`src/rtl/instr_dec_pkg.sv`:
```
package instr_dec_pkg;

  localparam int unsigned OPC_W   = 6;
  localparam int unsigned REG_W   = 5;
  localparam int unsigned IMM_W   = 16;
  localparam int unsigned WORD_W  = 32;
  localparam logic [OPC_W-1:0] OP_LAST = 6'h26;
  localparam int unsigned NUM_OPS = int'(OP_LAST) + 1;

  localparam logic [OPC_W-1:0] OP_SHL  = 6'h17;
  localparam logic [OPC_W-1:0] OP_SHR  = 6'h18;
  localparam logic [OPC_W-1:0] OP_INT  = 6'h22;

  typedef enum logic [1:0] {
    FMT_REG = 2'd0,
    FMT_IMM = 2'd1,
    FMT_ABS = 2'd2
  } fmt_e;

  // how an operation treats one register field
  typedef enum logic [1:0] {
    FLD_EMPTY = 2'd0,  // must hold the no-register code
    FLD_REQ   = 2'd1,  // must name a real register
    FLD_ANY   = 2'd2   // not checked
  } fld_use_e;

  typedef struct packed {
    logic     known;
    logic     imm_fmt;
    fld_use_e use_a;
    fld_use_e use_b;
    fld_use_e use_c;
    logic     sext;
    logic     shift_op;
    logic     int_op;
  } op_info_t;

  function automatic op_info_t lookup_op(input logic [OPC_W-1:0] op);
    op_info_t r;
    r = '{known: 1'b0, imm_fmt: 1'b0, use_a: FLD_ANY, use_b: FLD_ANY,
          use_c: FLD_ANY, sext: 1'b0, shift_op: 1'b0, int_op: 1'b0};
    if (op <= OP_LAST) begin
      r.known = 1'b1;
      r.imm_fmt = ((op >= 6'h03) && (op <= 6'h13)) || (op == OP_INT) ||
                  (op == 6'h25) || (op == 6'h26);
      r.sext  = r.imm_fmt && (op != 6'h0B) && (op != 6'h0C) && (op != OP_INT);
      r.shift_op = (op == OP_SHL) || (op == OP_SHR);
      r.int_op   = (op == OP_INT);
      if (r.imm_fmt) begin
        r.use_c = FLD_ANY;
        if ((op == 6'h0B) || (op == 6'h0C)) begin
          r.use_a = FLD_EMPTY; r.use_b = FLD_REQ;
        end else if ((op >= 6'h0D) && (op <= 6'h13)) begin
          r.use_a = FLD_REQ;   r.use_b = FLD_EMPTY;
        end else if (op == OP_INT) begin
          r.use_a = FLD_EMPTY; r.use_b = FLD_EMPTY;
        end else begin
          r.use_a = FLD_REQ;   r.use_b = FLD_REQ;
        end
      end else begin
        if ((op == 6'h00) || (op == 6'h23) || (op == 6'h24)) begin
          r.use_a = FLD_EMPTY; r.use_b = FLD_EMPTY; r.use_c = FLD_EMPTY;
        end else if ((op == 6'h01) || (op == 6'h02) || (op == 6'h1D)) begin
          r.use_a = FLD_REQ;   r.use_b = FLD_EMPTY; r.use_c = FLD_REQ;
        end else if (op == 6'h14) begin
          r.use_a = FLD_REQ;   r.use_b = FLD_REQ;   r.use_c = FLD_EMPTY;
        end else if ((op == 6'h15) || (op == 6'h16)) begin
          r.use_a = FLD_EMPTY; r.use_b = FLD_EMPTY; r.use_c = FLD_REQ;
        end else if (r.shift_op) begin
          r.use_a = FLD_REQ;   r.use_b = FLD_ANY;   r.use_c = FLD_REQ;
        end else begin
          r.use_a = FLD_REQ;   r.use_b = FLD_REQ;   r.use_c = FLD_REQ;
        end
      end
    end
    return r;
  endfunction

endpackage

```
`src/rtl/instr_field_split.sv`:
```
module instr_field_split
  import instr_dec_pkg::*;
(
  input  logic [WORD_W-1:0] word_i,
  output logic [OPC_W-1:0]  op_o,
  output logic [REG_W-1:0]  fa_o,
  output logic [REG_W-1:0]  fb_o,
  output logic [REG_W-1:0]  fc_o,
  output logic [REG_W-1:0]  sh_o,
  output logic [IMM_W-1:0]  imm_o
);
  always_comb begin
    op_o  = word_i[31:26];
    fa_o  = word_i[25:21];
    fb_o  = word_i[20:16];
    fc_o  = word_i[15:11];
    sh_o  = word_i[10:6];
    imm_o = word_i[15:0];
  end
endmodule

```
`src/rtl/instr_legality.sv`:
```
module instr_legality
  import instr_dec_pkg::*;
#(
  parameter logic [REG_W-1:0] NOREG = 5'h1F
) (
  input  op_info_t         info_i,
  input  logic [REG_W-1:0] fa_i,
  input  logic [REG_W-1:0] fb_i,
  input  logic [REG_W-1:0] fc_i,
  input  logic [REG_W-1:0] sh_i,
  input  logic [7:0]       int_hi_i,
  output logic             bad_o
);
  localparam int unsigned NFLD = 3;

  logic [REG_W-1:0] fld  [NFLD];
  fld_use_e         used [NFLD];
  logic [NFLD-1:0]  fld_bad;
  logic             sh_bad;
  logic             int_bad;

  always_comb begin
    fld[0]  = fa_i;          used[0] = info_i.use_a;
    fld[1]  = fb_i;          used[1] = info_i.use_b;
    fld[2]  = fc_i;          used[2] = info_i.use_c;
  end

  for (genvar g = 0; g < NFLD; g++) begin : g_fld
    always_comb begin
      unique case (used[g])
        FLD_EMPTY: fld_bad[g] = (fld[g] != NOREG);
        FLD_REQ:   fld_bad[g] = (fld[g] == NOREG);
        default:   fld_bad[g] = 1'b0;
      endcase
    end
  end

  always_comb begin
    sh_bad  = !info_i.imm_fmt && !info_i.shift_op && (sh_i != '0);
    int_bad = info_i.int_op && (int_hi_i != 8'h00);
    bad_o   = !info_i.known || sh_bad || int_bad || (|fld_bad);
  end
endmodule

```
`src/rtl/instr_onehot.sv`:
```
module instr_onehot
  import instr_dec_pkg::*;
#(
  parameter int unsigned N = NUM_OPS
) (
  input  logic [OPC_W-1:0] op_i,
  input  logic             en_i,
  output logic [N-1:0]     hot_o
);
  for (genvar g = 0; g < N; g++) begin : g_line
    assign hot_o[g] = en_i && (op_i == OPC_W'(g));
  end
endmodule

```
`src/rtl/instr_decoder.sv`:
```
module instr_decoder
  import instr_dec_pkg::*;
#(
  parameter logic [4:0] NOREG = 5'h1F
) (
  input  logic [31:0] instr_i,
  input  logic        valid_i,
  output logic        dec_valid_o,
  output logic        illegal_o,
  output logic [1:0]  fmt_o,
  output logic [5:0]  opcode_o,
  output logic [4:0]  fld_a_o,
  output logic [4:0]  fld_b_o,
  output logic [4:0]  fld_c_o,
  output logic [4:0]  shamt_o,
  output logic [31:0] imm_o,
  output logic [38:0] op_onehot_o
);
  logic [OPC_W-1:0] op;
  logic [REG_W-1:0] fa, fb, fc, sh;
  logic [IMM_W-1:0] imm16;
  op_info_t         info;
  logic             bad;
  logic             take;

  instr_field_split u_split (
    .word_i (instr_i), .op_o (op), .fa_o (fa), .fb_o (fb),
    .fc_o (fc), .sh_o (sh), .imm_o (imm16)
  );

  always_comb info = lookup_op(op);

  instr_legality #(.NOREG (NOREG)) u_legal (
    .info_i (info), .fa_i (fa), .fb_i (fb), .fc_i (fc), .sh_i (sh),
    .int_hi_i (imm16[15:8]), .bad_o (bad)
  );

  always_comb begin
    take        = valid_i && !bad;
    dec_valid_o = take;
    illegal_o   = valid_i && bad;
    fmt_o       = take ? (info.imm_fmt ? FMT_IMM : FMT_REG) : 2'd0;
    opcode_o    = take ? op : '0;
    fld_a_o     = take ? fa : '0;
    fld_b_o     = take ? fb : '0;
    fld_c_o     = take ? (info.imm_fmt ? NOREG : fc) : '0;
    shamt_o     = (take && !info.imm_fmt) ? sh : '0;
    if (take && info.imm_fmt)
      imm_o = info.sext ? {{(WORD_W-IMM_W){imm16[IMM_W-1]}}, imm16}
                        : {{(WORD_W-IMM_W){1'b0}}, imm16};
    else
      imm_o = '0;
  end

  instr_onehot #(.N (NUM_OPS)) u_hot (
    .op_i (op), .en_i (take), .hot_o (op_onehot_o)
  );

  // checks against the raw word, next to the output logic
  logic raw_imm_layout;
  always_comb begin
    raw_imm_layout = ((instr_i[31:26] >= 6'h03) && (instr_i[31:26] <= 6'h13)) ||
                     (instr_i[31:26] == 6'h22) || (instr_i[31:26] == 6'h25) ||
                     (instr_i[31:26] == 6'h26);
    if (dec_valid_o)
      assert_onehot_R10: assert ($countones(op_onehot_o) == 1 && !illegal_o);
    if (illegal_o)
      assert_suppress_R8: assert (op_onehot_o == '0 && !dec_valid_o && imm_o == '0);
    if (!valid_i)
      assert_idle_R9: assert (!illegal_o && !dec_valid_o && $onehot0(op_onehot_o));
    if (valid_i && instr_i[31:26] > 6'h26)
      assert_range_R7: assert (illegal_o);
    if (valid_i && instr_i[31:26] <= 6'h26 && !raw_imm_layout &&
        instr_i[31:26] != 6'h17 && instr_i[31:26] != 6'h18 && instr_i[10:6] != 5'd0)
      assert_shamt_R4: assert (illegal_o);
  end
endmodule

```
`config.mk`:
```
export PLATFORM = sky130hd
export DESIGN_NAME = instr_decoder
export DESIGN_NICKNAME = d
export VERILOG_FILES = /design/src/rtl/instr_dec_pkg.sv /design/src/rtl/instr_field_split.sv /design/src/rtl/instr_legality.sv /design/src/rtl/instr_onehot.sv /design/src/rtl/instr_decoder.sv
export SDC_FILE = /design/constraint.sdc
export NUM_CORES = 1
export LEC_CHECK = 0
export BUFFER_PORTS_ARGS = -buffer_cell sky130_fd_sc_hd__buf_2
export CORE_ASPECT_RATIO = 0.9
export CORE_MARGIN = 1.5
export CORE_UTILIZATION = 45
export DETAILED_ROUTE_END_ITERATION = 12
export PLACE_DENSITY_LB_ADDON = 0.2
export SLEW_MARGIN = 25
export SYNTH_ARGS = -nofsm -noshare
export SYNTH_HDL_FRONTEND = slang
export SYNTH_HIERARCHICAL = 1
export SYNTH_SLANG_ARGS = --single-unit
```
`constraint.sdc`:
```
create_clock -name vclk -period 4.6
set_input_delay 0.23 -clock vclk [all_inputs]
set_output_delay 0.23 -clock vclk [all_outputs]
set_load 0.01 [all_outputs]
```
==> results list <==
* Outcome: completed
- The floorplan step set the die width to 67.3 µm.
- Across every metal layer, demand over resource in global routing totals 19.2%.
- Cell leakage power: 1.05 nW
- Total iterations of the first detailed-routing run: 4
* Iter 0 DRT Violations: 83
* Initial core utilization: about 48%
- Design Power: a little over 0.1 mW
- Excluding fillers, the count of instances in the completed layout stands at 363.
* Net count reported at finish: about 350
- Post-detailed-route via-to-cell ratio: about 5.2
- Gate count after technology mapping: approximately 270
- STA classifies the critical path endpoint as an output pin.
* Core Footprint: 3450 µm²
- The repair_antennas step left the layout with diodes totalling 0.
- The routed design has about 4.5 mm of wire.
- Antenna violations before repair: 0
- Final instance area: around 1900 µm²
* Pwr dens: 54.8 nW/µm²
- Via count: between 1500 and 2000
- The startpoint identified for the worst hold timing path is instr_i[4].
* Net count after synthesis: roughly 300
- Core Util, Final: 53.9%
- Number of hold violations in the final report: 0
* Die footprint: between 4000 and 5000 µm²
* Post-Place Worst Slack: 985 ps
* Num sequential: 0
- The floorplan has 20 rows.
- Total count of max-transition violations in the final report: 0
- Measured against its own limit, the worst slew margin works out to 65.9%.
- Setup Crit Path Kind: input port to output pin
- The cell area that synthesis handed to floorplanning was 1670 µm².
- In this run the worst path has a maximum fanout of 28.
* VDD IR-drop max: 29.6 µV
- In the final timing run, aggregate negative setup slack is 0 ps.
- Grt total ovfl: 0
- Clock buf count: 0
- Post-route DRC: 0
- Min Clock Period, post-route: between 3000 and 4000 ps
- At the pin with the least slew margin, the transition time is between 500 and 600 ps.
- Area occupied by registers: 0 µm²
- At the end of routability-driven placement, the weighted congestion stood at 0.826.
* Req. time, crit path: 4370 ps
- The number of setup buffers added after CTS is 0.
- Setup slack closes at 966 ps.
- In this run, post-CTS hold repair placed 0 buffers.
* Area Growth Syn to Fin: 11.4%
- IO buf count: 133
- The worst setup path is launched from an input port.
- Once placement completed, the tool counted placed cells totaling around 360.
* Synthesized area per cell: ~6.3 µm²
- Count of cells resized by post-cts repair: 0
- In this run the remaining antenna-violating nets after routing total 0.
- Share of the clock period used by the worst path: 79.0%
* Crit. Startpoint: instr_i[29]
- Entering global routing, the biggest net connects 31 pins.
- Post-detailed-placement half-perimeter wirelength: 3.38 mm
* Maximum clock frequency: 275 MHz
- Pin placement for this block handled 134 I/O pins.
- Cells with a size suffix above 1 make up approximately 46% of the layout.
- Vias in the first global route: around 1400
* RSZ-0062 raised after global routing: false
- Max Cap Viol: 0
- Setup violations remaining at the end of the flow were counted as 0.
* Path category of the worst min-delay check: input port to output pin
- Across all hold checks on the routed design, the worst slack comes to 742 ps.
* Fill cell count: approximately 350
- The first global-routing pass estimated 6.47 mm of wire.
- After detailed routing, the average wire length per cell comes to 12.4 µm.
* Arrival time worst endpoint: 3400 ps
* Die outline height: 60.8 µm
- Synth warnings: 6
- Summing all placed instances gives a cell area of 1860 µm².
power by group:
group / total (mW) / switching [mW] / internal (mW) / leakage, nW
logic: 0.102 / 0.0640 / 0.0381 / 1.05
registers: 0 / 0 / 0 / 0
clock network: 0 / 0 / 0 / 0
total: 0.102 / 0.0640 / 0.0381 / 1.05
area by class of cell:
cell class	instances	area, µm²	area share (%)
inverter	10	37.5	2.01
multi-input combinational	175	1100	58.9
tap	44	55.1	2.95
timing repair buffer	134	673	36.1
critical path, stage by stage:
cell	delay (ps)
buf_2	250
or3_1	450
o32a_1	300
o31ai_1	70
o21bai_1	170
o21ai_1	80
or3b_2	190
nand4_1	100
nor2b_1	310
inv_1	230
a31oi_4	380
and3_1	430
buf_2	200
routing by layer:
layer / track usage, % / part of all wire (%)
met1: 27.8 / 45
met2: 33.9 / 47
met3: 0.371 / 7.8
met4: 0 / 0
met5: 0 / 0
worst paths after layout:
path	end	cells after the start	slack (ps)
max	imm_o[21]	13	970
min	imm_o[4]	3	740
layout by cell type, fill, tap and decap left out, types with 4 or more instances in the layout:
cell,instances
nand2_1,11
nand2b_1,7
a21oi_1,6
nor4_2,4
nor3_1,24
o21ai_1,5
and2_1,28
nor2_1,16
inv_1,10
nor4_1,13
o21a_1,5
buf_2,133
nand4_1,6
Note: power is estimated with default switching activity, not from simulation.
